## src/rtl/psnl_pkg.sv

```systemverilog
package psnl_pkg;
  localparam int STATUS_W   = 4;
  localparam int ST_NOLOAD  = 0;
  localparam int ST_SIGN    = 3;

  typedef enum logic [1:0] {
    NL_OFF    = 2'd0,
    NL_WIDE   = 2'd1,
    NL_MEDIUM = 2'd2,
    NL_NARROW = 2'd3
  } nl_mode_e;
endpackage

```

## src/rtl/psnl_sign_detect.sv

```systemverilog
module psnl_sign_detect #(
  parameter int SAMPLE_W = 24
) (
  input  logic                clk,
  input  logic                rst,
  input  logic                valid,
  input  logic [SAMPLE_W-1:0] data,
  input  logic                dir_sel,
  output logic                sign_evt
);
  logic prev_pos;
  logic is_neg;
  logic is_pos;

  assign is_neg = data[SAMPLE_W-1];
  assign is_pos = !data[SAMPLE_W-1] && (data != '0);

  always_comb begin
    sign_evt = 1'b0;
    if (valid) begin
      if (dir_sel) sign_evt = !prev_pos && is_pos;
      else         sign_evt = prev_pos && is_neg;
    end
  end

  always_ff @(posedge clk) begin
    if (rst) begin
      prev_pos <= 1'b1;
    end else if (valid && (is_pos || is_neg)) begin
      prev_pos <= is_pos;
    end
  end
endmodule

```

## src/rtl/psnl_noload_cmp.sv

```systemverilog
module psnl_noload_cmp
  import psnl_pkg::*;
#(
  parameter int SAMPLE_W  = 24,
  parameter int TH_WIDE   = 126,
  parameter int TH_MEDIUM = 63,
  parameter int TH_NARROW = 31
) (
  input  logic [SAMPLE_W-1:0] data,
  input  logic [1:0]          mode,
  output logic                below
);
  localparam int MAG_W = SAMPLE_W + 1;
  localparam logic [MAG_W-1:0] LIM_W = MAG_W'(TH_WIDE);
  localparam logic [MAG_W-1:0] LIM_M = MAG_W'(TH_MEDIUM);
  localparam logic [MAG_W-1:0] LIM_N = MAG_W'(TH_NARROW);

  logic signed [MAG_W-1:0] ext;
  logic [MAG_W-1:0]        mag;
  logic [MAG_W-1:0]        lim;

  assign ext = {data[SAMPLE_W-1], data};
  assign mag = ext[MAG_W-1] ? MAG_W'(-ext) : MAG_W'(ext);

  always_comb begin
    unique case (nl_mode_e'(mode))
      NL_WIDE:   lim = LIM_W;
      NL_MEDIUM: lim = LIM_M;
      NL_NARROW: lim = LIM_N;
      default:   lim = '0;
    endcase
  end

  assign below = (mode != NL_OFF) && (mag < lim);
endmodule

```

## src/rtl/psnl_energy_acc.sv

```systemverilog
module psnl_energy_acc #(
  parameter int SAMPLE_W = 24,
  parameter int ACC_W    = 48
) (
  input  logic                clk,
  input  logic                rst,
  input  logic                add_en,
  input  logic [SAMPLE_W-1:0] data,
  output logic [ACC_W-1:0]    energy
);
  localparam int EXT_W = ACC_W - SAMPLE_W;

  logic [ACC_W-1:0] addend;
  assign addend = {{EXT_W{data[SAMPLE_W-1]}}, data};

  always_ff @(posedge clk) begin
    if (rst)         energy <= '0;
    else if (add_en) energy <= energy + addend;
  end
endmodule

```

## src/rtl/psnl_status_irq.sv

```systemverilog
module psnl_status_irq #(
  parameter int WIDTH = 4
) (
  input  logic             clk,
  input  logic             rst,
  input  logic [WIDTH-1:0] set,
  input  logic [WIDTH-1:0] clr,
  input  logic [WIDTH-1:0] en,
  output logic [WIDTH-1:0] status,
  output logic             irq
);
  logic [WIDTH-1:0] status_n;

  for (genvar b = 0; b < WIDTH; b++) begin : g_bit
    assign status_n[b] = set[b] | (status[b] & ~clr[b]);
  end

  always_ff @(posedge clk) begin
    if (rst) begin
      status <= '0;
      irq    <= 1'b0;
    end else begin
      status <= status_n;
      irq    <= |(status_n & en);
    end
  end
endmodule

```

## src/rtl/psnl_monitor.sv

```systemverilog
module psnl_monitor
  import psnl_pkg::*;
#(
  parameter int SAMPLE_W  = 24,
  parameter int ACC_W     = 48,
  parameter int TH_WIDE   = 126,
  parameter int TH_MEDIUM = 63,
  parameter int TH_NARROW = 31
) (
  input  logic                clk,
  input  logic                rst,
  input  logic                smp_valid,
  input  logic [SAMPLE_W-1:0] smp_data,
  input  logic [1:0]          nl_mode,
  input  logic                dir_sel,
  input  logic [3:0]          irq_en,
  input  logic [3:0]          st_clr,
  output logic [3:0]          status_o,
  output logic                irq_o,
  output logic [ACC_W-1:0]    energy_o
);
  logic                sign_evt;
  logic                below;
  logic                nl_evt;
  logic [STATUS_W-1:0] set_vec;

  psnl_sign_detect #(.SAMPLE_W(SAMPLE_W)) u_sign (
    .clk(clk), .rst(rst), .valid(smp_valid), .data(smp_data),
    .dir_sel(dir_sel), .sign_evt(sign_evt)
  );

  psnl_noload_cmp #(
    .SAMPLE_W(SAMPLE_W), .TH_WIDE(TH_WIDE),
    .TH_MEDIUM(TH_MEDIUM), .TH_NARROW(TH_NARROW)
  ) u_nl (
    .data(smp_data), .mode(nl_mode), .below(below)
  );

  assign nl_evt = smp_valid && below;

  always_comb begin
    set_vec            = '0;
    set_vec[ST_SIGN]   = sign_evt;
    set_vec[ST_NOLOAD] = nl_evt;
  end

  psnl_energy_acc #(.SAMPLE_W(SAMPLE_W), .ACC_W(ACC_W)) u_acc (
    .clk(clk), .rst(rst), .add_en(smp_valid && !below),
    .data(smp_data), .energy(energy_o)
  );

  psnl_status_irq #(.WIDTH(STATUS_W)) u_st (
    .clk(clk), .rst(rst), .set(set_vec), .clr(st_clr), .en(irq_en),
    .status(status_o), .irq(irq_o)
  );
endmodule

```

## config.mk

```make
export PLATFORM = sky130hd
export DESIGN_NAME = psnl_monitor
export DESIGN_NICKNAME = d
export VERILOG_FILES = /design/src/rtl/psnl_pkg.sv /design/src/rtl/psnl_sign_detect.sv /design/src/rtl/psnl_noload_cmp.sv /design/src/rtl/psnl_energy_acc.sv /design/src/rtl/psnl_status_irq.sv /design/src/rtl/psnl_monitor.sv
export SDC_FILE = /design/constraint.sdc
export NUM_CORES = 1
export LEC_CHECK = 0
export BUFFER_PORTS_ARGS = -buffer_cell sky130_fd_sc_hd__buf_4
export CAP_MARGIN = 20
export CORE_ASPECT_RATIO = 0.5
export CORE_UTILIZATION = 63
export CTS_CLUSTER_SIZE = 12
export DETAILED_ROUTE_END_ITERATION = 8
export MAX_ROUTING_LAYER = met4
export PLACE_DENSITY = 0.95
export SLEW_MARGIN = 10
export SYNTH_ARGS = -nofsm -noshare
export SYNTH_HDL_FRONTEND = slang
export SYNTH_SLANG_ARGS = --single-unit
```

## constraint.sdc

```tcl
create_clock -name clk -period 5.2 [get_ports clk]
set_input_delay 0.26 -clock clk [delete_from_list [all_inputs] [get_ports clk]]
set_output_delay 0.26 -clock clk [all_outputs]
set_load 0.02 [all_outputs]
```

==> flow_metrics.py <==
metrics = {
    "status": {
        "status": "complete, no violations",
    },
    "timing": {
        "final.setup.tns_ps": 0,
        "maxSlewHeadroom_pct": 30.0,
        "period_minus_slack_ps": 3960,
        "rsz0062_at_grt": "no",
        "fmax_ghz": 0.252,
        "finalCritPeriodShare_pct": 76.2,
        "tightest_slew_ps": 1050,
        "hold_viol_final": 0,
        "slew_violations": 0,
        "setup_viol": 0,
        "fin_hold_ws_ps": 153,
        "fin_skew_ps": 7.15,
    },
    "routing": {
        "wl_per_cell_um": 17.1,
        "drcViolationCount": 0,
        "num_vias": 5646,
        "vias_per_cell": 6.40,
        "drtAntennaViolNets": 0,
        "drtPass1Iterations": 6,
        "dr.first_iter.drc_count": 659,
        "routed_wl_um": 15100,
    },
    "pwr": {
        "p_total_mw": 2.00,
        "leakagePower_nw": 2.97,
        "pwr-share-seq_pct": 26.9,
        "ir_drop_mv": 0.163,
        "power.share.clock_pct": 20.0,
        "combPwrFrac_pct": 53.1,
        "p_int_mw": 1.16,
        "power_density_nw_per_um2": 318,
        "p_switching_uw": 847,
        "switching_share_pct": 42.3,
    },
    "placed_design": {
        "gp_congestion": 0.949,
        "io_buffers": 90,
        "place_inst": 874,
        "place_hpwl_um": 11300,
    },
    "cts": {
        "clk_pin_slew_ps": 80,
        "cts_made_buffers": 5,
        "cts.sinks": 54,
        "hold_buffers": 0,
        "postCtsSetupBuffers": 0,
        "htree_levels": 2,
        "cts_buffer_depth": 2,
        "clk_latency_ps": 300,
        "cts.repair.resized": 0,
        "cts_tree": "done",
        "clock-root-buffer": "clkbuf_16",
    },
    "grt": {
        "grt_pass1_vias": 5053,
        "antenna_found_initial": 0,
        "overflow": 0,
        "grt_pass1_wl_um": 23800,
        "grt_start_max_net_pins": 64,
        "grt_usage_pct": 33.9,
    },
    "die": {
        "core_um2": 8200,
        "die_w_um": 134,
        "start_util_pct": 66.7,
        "die_h_um": 67.9,
        "dieArea_um2": 9080,
        "core.rowCount": 23,
        "io_pins": 91,
    },
    "finish": {
        "n_antenna_cell": 0,
        "drive_above_1_share_pct": 15.7,
        "fin_cells": 882,
        "areaGrowthSynthToFinish_pct": 15.4,
        "nNetsFinal": 866,
    },
    "logic_synthesis": {
        "synth-edff-count": 0,
        "synth_top_cell_by_area": "dfxtp_1",
        "synth_seq_cells": 54,
        "ys_seq_area_share_pct": 19.8,
        "synthFlopType": "dfxtp_1",
        "syn_area_um2": 5470,
        "syn_nets": 803,
        "yosys-top-cells-area": "dfxtp_1 20%, ha_1 13%, nor2_1 5.4%",
        "synth.distinct_cells": 70,
        "synthCells": 706,
        "netlist.area_leader.share_pct": 19.8,
        "yosysWarnings": 0,
        "postSynth.asyncResetShare_pct": 0,
        "avgSynthCellArea_um2": 7.74,
    },
    "critical_path": {
        "cp-end-kind": "flip-flop",
        "path_class": "primary input to flip-flop",
        "cp-start-kind": "primary input",
        "arrival_ps": 4160,
        "rrSetupSlack_ps": 1470,
        "r2r_start": "u_acc.energy[0]",
        "r2r_end": "u_acc.energy[42]",
        "r2r_cells": 12,
        "cp_max_fo": 31,
        "cp.required_ps": 5400,
    },
    "min_path": {
        "hold_class": "primary input to flip-flop",
        "min_from": "irq_en[0]",
        "whs_path_depth": 3,
        "min_to": "u_st.irq",
    },
    "job": {
        "cap_viol_max_count": 0,
    },
}
[how the worst max path moves through the flow]
stage / cells after the start / start / end / slack, ps
finish: 17 / smp_data[1] / u_acc.energy[10] / 1240
global route: 17 / smp_data[1] / u_acc.energy[10] / 960
CTS: 17 / smp_data[1] / u_acc.energy[10] / 1240
detailed placement: 17 / smp_data[1] / u_acc.energy[10] / 930
global placement: 16 / smp_data[1] / u_acc.energy[47] / 1160
floorplan: 15 / smp_data[1] / u_acc.energy[47] / 1930
[final cells by class]
class	instances	area (µm²)
clock inverter	3	45.0
multi-input combinational	595	4140
fill	603	1890
sequential	54	1080
clock buffer	5	125
timing repair buffer	91	696
tap	112	140
inverter	22	82.6
[state kept, by name, indices dropped and copies added (netlist names)]
signal / flops
u_acc.energy: 48
u_st.irq: 1
u_st.status: 4
u_sign.prev_pos: 1
[synth_stat cells, drive strengths merged, types with 14 or more instances]
cell type / number
xnor2: 27
o21ai: 38
mux2i: 27
o21a: 14
nand3: 16
a21oi: 58
inv: 22
ha: 58
a21o: 32
nor2b: 14
clkbuf: 28
nor3: 17
dfxtp: 54
nand2: 41
nor2: 78
[stage by stage]
stage / worst slack (ps) / instance area, µm² / util [%]
finish: 1240 / 6310 / 76.9
global route: 964 / 6310 / 76.9
CTS: 1240 / 6310 / 76.9
detailed placement: 933 / 6140 / 74.8
global placement: 1160 / 6140 / 74.8
floorplan: 1930 / 5470 / -
[critical path, cell delays in order]
cell and delay, ps:
buf_4 120, inv_1 120, ha_1 220, or3b_2 510, o31ai_1 300, xnor2_1 110
ha_1 300, a211oi_1 60, o21ai_0 100, a211o_1 140, nor3_1 40, and4_1 250
a31oi_4 850, buf_12 310, nand3b_1 80, or3_1 310, o311ai_1 80
[layout by cell type (no fill, tap or decap), types with 5 or more instances in the layout]
master | netlist | final
nand2_1 | 41 | 41
nor4_1 | 6 | 6
and3_1 | 9 | 9
and2_1 | 6 | 6
nand4_1 | 12 | 12
clkbuf_16 | 0 | 5
o21bai_1 | 12 | 12
o21a_1 | 14 | 14
o22ai_1 | 6 | 6
o31ai_1 | 7 | 7
a31oi_1 | 11 | 11
nor2b_1 | 14 | 14
mux2i_1 | 27 | 27
nor3_1 | 16 | 16
xnor2_1 | 27 | 27
xor2_1 | 13 | 13
nor2_1 | 78 | 78
a21o_1 | 32 | 32
dfxtp_1 | 54 | 54
o21ai_0 | 38 | 38
a211oi_1 | 8 | 8
nand2b_1 | 12 | 12
a21oi_1 | 57 | 57
nand3_1 | 16 | 16
inv_1 | 22 | 22
or2_2 | 5 | 5
ha_1 | 58 | 58
o211ai_1 | 7 | 7
buf_4 | 1 | 90
[power groups by stage]
stage	Sequential, mW	Combinational [mW]	Clock [mW]
5_1_grt	0.547	1.15	0.418
4_1_cts	0.538	1.05	0.400
6_report	0.540	1.06	0.400
3_5_place_dp	0.546	1.04	0
2_1_floorplan	0.610	0.677	0
3_3_place_gp	0.545	0.999	0
[cells by family (layout without fill, tap and decap cells)]
logic type,after synthesis,in the layout,share of synthesized area [%]
AOI/OAI and AO/OA,229,229,28.3
xor gates and xnor gates,40,40,6.41
adders and majority gates,59,59,13.6
buffers and inverters,57,121,4.69
DFF,54,54,19.8
muxes,29,29,5.35
and+or+nand+nor,238,238,21.9
[routing by layer]
layer,global-route usage [%],share of wire (%),vias up
met5,-,0,-
met4,8.66,1.4,0
met3,6.30,7.8,25
met2,57.4,46,261
met1,42.4,45,2629
li1,-,-,2731
Note: power is estimated with default switching activity, not from simulation.
